==> src/rtl/autosw_pkg.sv <==
package autosw_pkg;
  localparam int NUM_SRC = 2;
  localparam int AW      = 16;
  localparam int DW      = 8;

  typedef logic [NUM_SRC-1:0] src_vec_t;

  // watched port per source, bit order matches the status byte
  function automatic logic [AW-1:0] src_port(input int idx);
    case (idx)
      0:       src_port = 16'h03B8;
      default: src_port = 16'h03D8;
    endcase
  endfunction
endpackage

==> src/rtl/autosw_regs.sv <==
module autosw_regs
  import autosw_pkg::*;
#(
  parameter logic [AW-1:0] IDX_PORT = 16'h03C4,
  parameter logic [AW-1:0] DAT_PORT = 16'h03C5,
  parameter logic [DW-1:0] IDX_CTLA = 8'h07,
  parameter logic [DW-1:0] IDX_CTLB = 8'h08,
  parameter logic [DW-1:0] IDX_STAT = 8'h1B,
  parameter int            GEN_BIT  = 6,
  parameter int            EMU_BIT  = 0,
  parameter int            SRC_LSB  = 1
) (
  input  logic          clk_i,
  input  logic          rst_ni,
  input  logic [AW-1:0] addr_i,
  input  logic [DW-1:0] wdata_i,
  input  logic          wr_i,
  input  logic          rd_i,
  input  src_vec_t      status_i,
  output logic [DW-1:0] rdata_o,
  output logic          stat_clr_o,
  output logic          gen_en_o,
  output src_vec_t      src_en_o,
  output logic          emu_o
);
  localparam int PAD = DW - NUM_SRC;

  logic [DW-1:0] idx_q, ctla_q, ctlb_q;
  logic          idx_wr, dat_wr, dat_rd, idx_rd;

  assign idx_wr = wr_i && (addr_i == IDX_PORT);
  assign dat_wr = wr_i && (addr_i == DAT_PORT);
  assign idx_rd = rd_i && (addr_i == IDX_PORT);
  assign dat_rd = rd_i && (addr_i == DAT_PORT);

  always_ff @(posedge clk_i or negedge rst_ni) begin
    if (!rst_ni) begin
      idx_q  <= '0;
      ctla_q <= '0;
      ctlb_q <= '0;
    end else begin
      if (idx_wr) idx_q <= wdata_i;
      if (dat_wr && idx_q == IDX_CTLA) ctla_q <= wdata_i;
      if (dat_wr && idx_q == IDX_CTLB) ctlb_q <= wdata_i;
    end
  end

  always_comb begin
    rdata_o = '0;
    if (idx_rd) begin
      rdata_o = idx_q;
    end else if (dat_rd) begin
      if (idx_q == IDX_CTLA)      rdata_o = ctla_q;
      else if (idx_q == IDX_CTLB) rdata_o = ctlb_q;
      else if (idx_q == IDX_STAT) rdata_o = {{PAD{1'b0}}, status_i};
    end
  end

  assign stat_clr_o = dat_rd && (idx_q == IDX_STAT);
  assign gen_en_o   = ctla_q[GEN_BIT];
  assign emu_o      = ctlb_q[EMU_BIT];

  for (genvar i = 0; i < NUM_SRC; i++) begin : g_en
    assign src_en_o[i] = ctlb_q[SRC_LSB+i];
  end

  // control registers only move on a data-port write
  AST_CTL_STABLE: assert property (@(posedge clk_i) disable iff (!rst_ni)
    !dat_wr |=> ($stable(ctla_q) && $stable(ctlb_q)));
endmodule

==> src/rtl/autosw_snoop.sv <==
module autosw_snoop
  import autosw_pkg::*;
(
  input  logic          wr_i,
  input  logic [AW-1:0] addr_i,
  input  logic          gen_en_i,
  input  src_vec_t      src_en_i,
  output src_vec_t      hit_o
);
  for (genvar i = 0; i < NUM_SRC; i++) begin : g_src
    assign hit_o[i] = wr_i && gen_en_i && src_en_i[i] && (addr_i == src_port(i));
  end

  AST_HIT_SINGLE: assert final ($onehot0(hit_o));
endmodule

==> src/rtl/autosw_status.sv <==
module autosw_status
  import autosw_pkg::*;
(
  input  logic     clk_i,
  input  logic     rst_ni,
  input  src_vec_t hit_i,
  input  logic     clr_i,
  output src_vec_t status_o,
  output logic     nmi_o
);
  src_vec_t status_q;
  logic     nmi_q;

  always_ff @(posedge clk_i or negedge rst_ni) begin
    if (!rst_ni) begin
      status_q <= '0;
      nmi_q    <= 1'b0;
    end else begin
      status_q <= (clr_i ? '0 : status_q) | hit_i;
      nmi_q    <= (nmi_q && !clr_i) || (|hit_i);
    end
  end

  assign status_o = status_q;
  assign nmi_o    = nmi_q;

  AST_NMI_MATCH: assert property (@(posedge clk_i) disable iff (!rst_ni)
    nmi_q == (status_q != '0));
  AST_HIT_RAISES: assert property (@(posedge clk_i) disable iff (!rst_ni)
    (|hit_i) |=> nmi_q);
  AST_PEND_HOLD: assert property (@(posedge clk_i) disable iff (!rst_ni)
    (nmi_q && !clr_i) |=> nmi_q);
  AST_CLR_DROP: assert property (@(posedge clk_i) disable iff (!rst_ni)
    (clr_i && hit_i == '0) |=> (!nmi_q && status_q == '0));
endmodule

==> src/rtl/autosw_nmi_trap.sv <==
module autosw_nmi_trap
  import autosw_pkg::*;
(
  input  logic          clk_i,
  input  logic          rst_ni,
  input  logic [15:0]   io_addr_i,
  input  logic [7:0]    io_wdata_i,
  input  logic          io_wr_i,
  input  logic          io_rd_i,
  output logic [7:0]    io_rdata_o,
  output logic          nmi_o,
  output logic [1:0]    trig_src_o,
  output logic          emu_o
);
  src_vec_t status, src_en, hit;
  logic     stat_clr, gen_en;

  autosw_regs u_regs (
    .clk_i      (clk_i),
    .rst_ni     (rst_ni),
    .addr_i     (io_addr_i),
    .wdata_i    (io_wdata_i),
    .wr_i       (io_wr_i),
    .rd_i       (io_rd_i),
    .status_i   (status),
    .rdata_o    (io_rdata_o),
    .stat_clr_o (stat_clr),
    .gen_en_o   (gen_en),
    .src_en_o   (src_en),
    .emu_o      (emu_o)
  );

  autosw_snoop u_snoop (
    .wr_i     (io_wr_i),
    .addr_i   (io_addr_i),
    .gen_en_i (gen_en),
    .src_en_i (src_en),
    .hit_o    (hit)
  );

  autosw_status u_status (
    .clk_i    (clk_i),
    .rst_ni   (rst_ni),
    .hit_i    (hit),
    .clr_i    (stat_clr),
    .status_o (status),
    .nmi_o    (nmi_o)
  );

  assign trig_src_o = status;

  AST_READ_QUIET: assert property (@(posedge clk_i) disable iff (!rst_ni)
    (!io_wr_i && !nmi_o) |=> !nmi_o);
  AST_GLOBAL_OFF: assert property (@(posedge clk_i) disable iff (!rst_ni)
    (!gen_en && !nmi_o) |=> !nmi_o);
  AST_SRC_STICKY: assert property (@(posedge clk_i) disable iff (!rst_ni)
    (!stat_clr && trig_src_o[0]) |=> trig_src_o[0]);
endmodule

==> config.mk <==
export PLATFORM = sky130hd
export DESIGN_NAME = autosw_nmi_trap
export DESIGN_NICKNAME = d
export VERILOG_FILES = /design/src/rtl/autosw_pkg.sv /design/src/rtl/autosw_regs.sv /design/src/rtl/autosw_snoop.sv /design/src/rtl/autosw_status.sv /design/src/rtl/autosw_nmi_trap.sv
export SDC_FILE = /design/constraint.sdc
export NUM_CORES = 1
export LEC_CHECK = 0
export BUFFER_PORTS_ARGS = -buffer_cell sky130_fd_sc_hd__buf_2
export CAP_MARGIN = 20
export CORE_MARGIN = 3
export CORE_UTILIZATION = 35
export CTS_BUF_LIST = sky130_fd_sc_hd__clkbuf_8
export CTS_CLUSTER_SIZE = 24
export DETAILED_ROUTE_END_ITERATION = 10
export PLACE_DENSITY = 0.55
export SLEW_MARGIN = 0
export SYNTH_ARGS = -nofsm -noshare
export SYNTH_HDL_FRONTEND = slang
export SYNTH_HIERARCHICAL = 1
export SYNTH_SLANG_ARGS = --single-unit
==> constraint.sdc <==
create_clock -name clk_i -period 2.9 [get_ports clk_i]
set_clock_uncertainty 0.1 [all_clocks]
set_input_delay 0.87 -clock clk_i [delete_from_list [all_inputs] [get_ports clk_i]]
set_output_delay 0.87 -clock clk_i [all_outputs]
set_load 0.02 [all_outputs]
After elaboration in Yosys (flattened, before gate mapping)
Cells that the tools add are included.
Widths: inputs -> output; s select.
{"block": "classes", "eq_ne": 7, "reduce_logical": 16, "n_mux": 6, "n_bitwise": 1}
{"operator": "$eq 16x10->1 const B", "count": 4}
{"operator": "$mux 8", "count": 4}
{"operator": "$logic_and 1x1->1", "count": 13}
{"operator": "$eq 8x3->1 const B", "count": 1}
{"operator": "$eq 8x4->1 const B", "count": 1}
{"operator": "$eq 8x5->1 const B", "count": 1}
{"operator": "$mux 2", "count": 2}
{"operator": "$or 2x2->2", "count": 1}
{"operator": "$reduce_or 2->1", "count": 1}
{"operator": "$logic_not 1->1", "count": 1}
{"operator": "$logic_or 1x1->1", "count": 1}
{"block": "word_totals", "out_inout_bits": 12, "register_bits": 27, "wordCells": 35, "inputBits": 28}

Depth between registers and ports, before layout
Gate-level depths: netlist of run 1.
{"block": "depth", "word_depth": 6, "mapped_depth": 5, "ltp_nobuf": 5}

Cells and area by module
Netlist of run 1, hierarchy kept.
{"module": "autosw_regs", "instances": 1, "seq_area_each_um2": 600.6, "area_each_um2": 1312.5, "cells_per_inst": 98}
{"module": "autosw_status", "instances": 1, "seq_area_each_um2": 75.1, "area_each_um2": 105.1, "cells_per_inst": 7}
{"module": "autosw_snoop", "instances": 1, "seq_area_each_um2": 0.0, "area_each_um2": 71.3, "cells_per_inst": 9}

Worst setup path after synthesis of run 1
OpenSTA, ideal clock, no wires.
{"block": "synth_timing", "path_kind": "input to output", "start": "input io_addr_i[5]", "end": "output io_rdata_o[2]", "required_time_ns": 1.930, "setup_slack_ns": -0.399, "n_path_buf": 1, "t_arrival_ns": 2.329, "path_stages": 5, "path_cell_list": "nor4b_4 nand4_1 or3b_2 buf_2 o2bb2ai_1"}
{"block": "synth_between", "elab_chain_cells": 4, "elab_cells_between_ends": 6, "cone_classes": "eq/ne: 2; mux: 2; reduce/logical: 2"}
{"element": "from (decl)", "line": "autosw_nmi_trap.sv:6", "rtl": "input logic [15:0] io_addr_i,"}
{"element": "$eq 16x10->1", "line": "autosw_regs.sv:34", "rtl": "assign dat_rd = rd_i && (addr_i == DAT_PORT);"}
{"element": "$logic_and 1x1->1", "line": "autosw_regs.sv:34"}
{"element": "$mux 8", "line": "autosw_regs.sv:52", "rtl": "end else if (dat_rd) begin"}
{"element": "$mux 8 (*)", "line": "autosw_regs.sv:50", "rtl": "if (idx_rd) begin"}
{"element": "to (decl)", "line": "autosw_nmi_trap.sv:10", "rtl": "output logic [7:0] io_rdata_o,"}
Mark *: on every way between the ends. The rest lies on a longest branch, timed or not.

Worst setup path in the final report of run 1
{"block": "layout_timing", "start": "input io_addr_i[10]", "end": "output io_rdata_o[5]"}
Same word-level chain as after synthesis.

==> results.ini, run 1 <==
[clock_tree]
h-tree-depth=1
cts_buffers=3
cts_tree=yes
clockBufferDepth=2
cts_sinks=27
cts_root_buf=clkbuf_8
hold_buffers=0
clkLatencyLatePin_ns=0.27
clkSlewWorstSetupHoldPaths_ns=0.09
post-cts-setup-buffers=0

[power_and_ir_drop]
leakage_nw=1.02
vdd_drop_max_v=0.000219
internal_power_w=0.000500
p_per_area_nw_per_um2=307
power_w=0.000639
pwr-share-comb_pct=8.5
p_sw_w=0.000139
pwr-share-clk_pct=32.6
seqPwrFrac_pct=58.9
switching_share_pct=21.7

[worst_setup_path]
critPathKind=in -> out
cp.arrival_ns=2.25
cp_cell_sequence=buf_2 -> and4bb_2 -> nand4_1 -> buf_4 -> nor3b_4 -> buf_12 -> o2bb2ai_2 -> buf_6
critPathBufInv=4
r2r_start=u_regs/idx_q[4]$_DFFE_PN0P_
cp_slowest_cell=and4bb_2
cp_max_fo=8
startpoint=io_addr_i[10]
required_ns=1.93
slowest_delay_ns=0.32
endpoint_kind=output port
path_delay_family=simple AND/OR/NAND/NOR gates
startpoint_type=input port

[synth]
yosysTopAreaCell=dfrtp_1
synthesis.instances=114
synth-seq-area-share_pct=45.4
synth_edf_count=0
yosys.area.top_type_share_pct=45.4
synth-simple-area-share_pct=23.5
syn_area_per_cell_um2=13.1
synth_top_family_by_area=simple AND/OR/NAND/NOR gates
synth_compound_area_share_pct=11.0
synthTopCellsByArea=dfrtp_1 (45%), mux2_2 (18%), o2bb2ai_1 (3.5%), and4bb_2 (3.4%), nor4b_4 (3.2%)
synth_adder_area_share_pct=0
synth_ff_type=dfrtp_1
ys_types=32
synth.net_count=142
synthesis.area_um2=1490
ys_ff_latch=27
synth-xor-area-share_pct=0
synth-async-reset-ratio_pct=100
muxShareOfSynthArea_pct=18.2
synth_warnings=6
synthTopCellsByCount=dfrtp_1 (27), mux2_2 (24), a22oi_1 (6), o2bb2ai_1 (6), nand2_1 (5)
yosys.cell_count.top_type=dfrtp_1

[global_route]
grt_pass1_wl_um=6490
grt_max_degree=28
grt_overflow=0
track_usage_pct=16.1
grt_pass1_vias=1359
antenna_found_initial=0

[worst_hold_path]
hp-start=u_status/nmi_o$_DFF_PN0_
min_path_type=reg -> reg

[route]
post-route-drc-count=0
drtIter0Drc=34
ant_nets=0
routedWlPerCell_um=16.9
drt-vias-per-instance=5.33
vias=1188
dr.pass1.iters=4
routed_wl_um=3780

[floorplanning]
row_count=23
die_area_um2=5070
io_pins=40
core_area_um2=4060
start_util_pct=36.7
die_w_um=71.2
die_h_um=71.2

[sta]
relSlewSlack_pct=60.2
fmax_mhz=311
finalSetupViolCount=8
rsz0062_at_grt=true
setup_slack_ns=-0.315
min_period_ns=3.22
finalMaxSlewViolations=0
period_share_pct=111
tns_ns=-2.49
final_hold_viol_count=0
tightest_slew_ns=0.597

[layout]
antennaDiodeCount=0
final_nets=202
areaGrowthSynthToFinish_pct=39.6
drive_gt1_share_pct=66.5

[run_status]
status=finished with violations
violations=setup timing

[job]
cap_violations=0

[place]
finalWeightedCongestion=0.893
hpwl_um=3020
portBuffers=39

## final timing paths
path	to	slack, ns	cells after the start
min	u_status/nmi_o$_DFF_PN0_	0.41	1
max reg2reg	u_regs/ctla_q[0]$_DFFE_PN0P_	0.78	6
max in group asynchronous	u_regs/ctla_q[3]$_DFFE_PN0P_	1.81	1
min reg2reg	u_status/nmi_o$_DFF_PN0_	0.41	1
max	io_rdata_o[5]	-0.32	8
min in group asynchronous	u_status/nmi_o$_DFF_PN0_	0.50	1
## routing by layer
metal	up-vias	track usage [%]	share of wire [%]
met4	0	5.43	1.0
li1	564	-	-
met5	-	0	0
met2	28	27.6	50
met1	592	20.7	44
met3	4	2.66	4.4
## cell families after synthesis
group,Yosys count
AOI/OAI and AO/OA,21
buffers and inverters,5
DFF,27
and+or+nand+nor,37
muxes,24
## cell type report
| class | instances | area [um2] |
|---|---|---|
| clock buffers | 3 | 41.3 |
| flip-flops and latches | 27 | 676 |
| multi-input cells | 82 | 851 |
| repair buffers | 59 | 439 |
| fillers | 364 | 1980 |
| clock inverters | 1 | 5.00 |
| inverters | 1 | 3.75 |
| well taps | 50 | 62.6 |
## what timing repair did
item | CTS | global route
gates resized for setup | 21 | 0
pin swaps | 5 | 1
endpoints found under the setup margin | 8 | 8
## power by group through the flow
stage               registers [W]  clock network [W]   logic [W]
finish                   0.000376           0.000208   0.0000542
global route             0.000376           0.000235   0.0000606
CTS                      0.000376           0.000221   0.0000553
detailed placement       0.000384                  0   0.0000519
global placement         0.000384                  0   0.0000499
floorplan                0.000384                  0  0.00000884
## sequential cells by signal, indices dropped and copies added (netlist names)
register	count
u_status/status_o	2
u_status/nmi_o	1
u_regs/ctla_q	8
u_regs/idx_q	8
u_regs/ctlb_q	8
## metrics by stage
step	utilization (%)	setup slack [ns]	instance area, um2	hold WS, ns	std cells
floorplan	-	-0.249	1560	0.373	114
global placement	48.3	-0.339	1960	0.373	219
detailed placement	48.3	-0.407	1960	0.393	219
CTS	51.2	-0.333	2080	0.415	223
global route	51.2	-0.414	2080	0.434	223
finish	51.2	-0.315	2080	0.413	223
## cell usage in the layout, fill, tap and decap left out, types with 3 or more instances in the layout
cell        n
nand2_1     5
and4bb_2    4
buf_2      28
buf_6      11
mux2_2     24
o2bb2ai_2   5
nor3_1      3
clkbuf_8    3
buf_4      18
dfrtp_1    27
a22oi_1     6
nand3_1     3
Power figures use the tool's default switching activity.
==> run 2: changes to the inputs <==
Settings changed: SKIP_CTS_REPAIR_TIMING from default to 1.
==> run 2 against run 1 <==
The run still ends with setup timing left. Wire length grew 0.42%. Total power grew 0.15%. Critical path depth is the same. Sequential power is essentially flat. Via count grew 0.17%. Register-to-register slack lost 0.02 ns. First-iteration DRC count shrank 18%. Non-clock buffer count is the same. Clock power is essentially flat. Hold slack is essentially flat. Die area is the same. Final area grew 1.2%. Critical endpoint is now io_rdata_o[1].
==> results.ini, run 2 (same netlist as run 1, synthesis figures left out) <==
[run_status]
status=finished with violations
violations=setup timing

[sta]
period_share_pct=111
min_period_ns=3.21
finalSetupViolCount=8
tightest_slew_ns=0.596
tns_ns=-2.46
rsz0062_at_grt=true
finalMaxSlewViolations=0
fmax_mhz=312
relSlewSlack_pct=60.3
final_hold_viol_count=0
setup_slack_ns=-0.309

[clock_tree]
h-tree-depth=1
cts_root_buf=clkbuf_8
clkLatencyLatePin_ns=0.27
clockBufferDepth=2
cts_sinks=27
cts_buffers=3
clkSlewWorstSetupHoldPaths_ns=0.09
cts_tree=yes

[floorplanning]
start_util_pct=36.7
die_h_um=71.2
core_area_um2=4060
row_count=23
die_area_um2=5070
io_pins=40
die_w_um=71.2

[place]
finalWeightedCongestion=0.893
hpwl_um=3020
place_area_um2=1960
portBuffers=39
detailedPlace.worstSlack_ns=-0.407

[worst_setup_path]
endpoint_kind=output port
critPathKind=in -> out
startpoint_type=input port
cp.arrival_ns=2.24
required_ns=1.93
ff2ff_setup_slack_ns=0.76
reg2regPathDepth=6
r2r_start=u_regs/idx_q[5]$_DFFE_PN0P_
r2r-end=u_regs/ctla_q[0]$_DFFE_PN0P_
startpoint=io_addr_i[10]
cp_max_fo=8

[layout]
drive_gt1_share_pct=66.5
antennaDiodeCount=0
layout_commonest_cell=buf_2
fin_util_pct=51.8
final_area_um2=2100
areaGrowthSynthToFinish_pct=41.3
most-common-layout-cells=buf_2 (28), dfrtp_1 (27), mux2_2 (24), buf_4 (18), buf_6 (11)
final_nets=202
top_regs=u_regs/ctla_q x8, u_regs/ctlb_q x8, u_regs/idx_q x8

[route]
dr.pass1.iters=4
drt-vias-per-instance=5.34
ant_nets=0
drtIter0Drc=28
routed_wl_um=3790
routedWlPerCell_um=17.0
post-route-drc-count=0
vias=1190

[worst_hold_path]
whs_endpoint=u_status/nmi_o$_DFF_PN0_
hp-start=u_status/nmi_o$_DFF_PN0_
hold_path_depth=1
min_path_type=reg -> reg

[power_and_ir_drop]
pwr-share-clk_pct=32.7
switching_share_pct=21.8
p_sw_w=0.000139
vdd_drop_max_v=0.000220
leakage_nw=1.02
p_per_area_nw_per_um2=304
pwr-share-comb_pct=8.5
seqPwrFrac_pct=58.8
internal_power_w=0.000500

[global_route]
antenna_found_initial=0
grt_pass1_wl_um=6430
track_usage_pct=16.0
grt_pass1_vias=1338
grt_max_degree=28
grt_overflow=0

[job]
cap_violations=0

run 2: layout make-up:
class	count	area, um2
Fill cell	361	1950
Clock inverter	1	5.00
Timing Repair Buffer	59	439
Multi-Input combinational cell	82	876
Sequential cell	27	676
Clock buffer	3	41.3
Tap cell	50	62.6
Inverter	1	3.75
run 2: per-stage QoR:
stage	total power, W	hold WS (ns)	std cells
finish	0.000640	0.413	223
global route	0.000672	0.434	223
CTS	0.000650	0.415	223
detailed placement	0.000436	0.393	219
global placement	0.000434	0.373	219
floorplan	0.000393	0.373	114
run 2: power groups by stage:
stage	Sequential, W	Combinational, W	Clock (W)
3_5_place_dp	0.000384	0.0000519	0
3_3_place_gp	0.000384	0.0000499	0
4_1_cts	0.000376	0.0000522	0.000221
2_1_floorplan	0.000384	0.00000884	0
5_1_grt	0.000376	0.0000606	0.000235
6_report	0.000376	0.0000542	0.000209
run 2: worst max path at each step:
stage	to	slack, ns	depth (start not counted)
floorplan	io_rdata_o[2]	-0.25	5
global placement	io_rdata_o[3]	-0.34	8
detailed placement	io_rdata_o[3]	-0.41	8
CTS	io_rdata_o[3]	-0.41	8
global route	io_rdata_o[0]	-0.43	8
finish	io_rdata_o[1]	-0.31	8
run 2: critical path: stages:
cell	delay, ns
buf_2	0.10
and4bb_2	0.32
nand4_1	0.13
buf_4	0.18
nor3b_4	0.21
buf_12	0.17
a32o_2	0.14
buf_6	0.11
run 2: routing by layer:
layer  share of wire, %  track usage, %  wire (um)  vias to the layer above
met5                  0               0          0                        -
li1                   -               -          -                      566
met1                 44            20.4       1690                      590
met3                4.7            2.66        180                        4
met2                 50            27.4       1890                       30
met4                1.0            5.43         39                        0
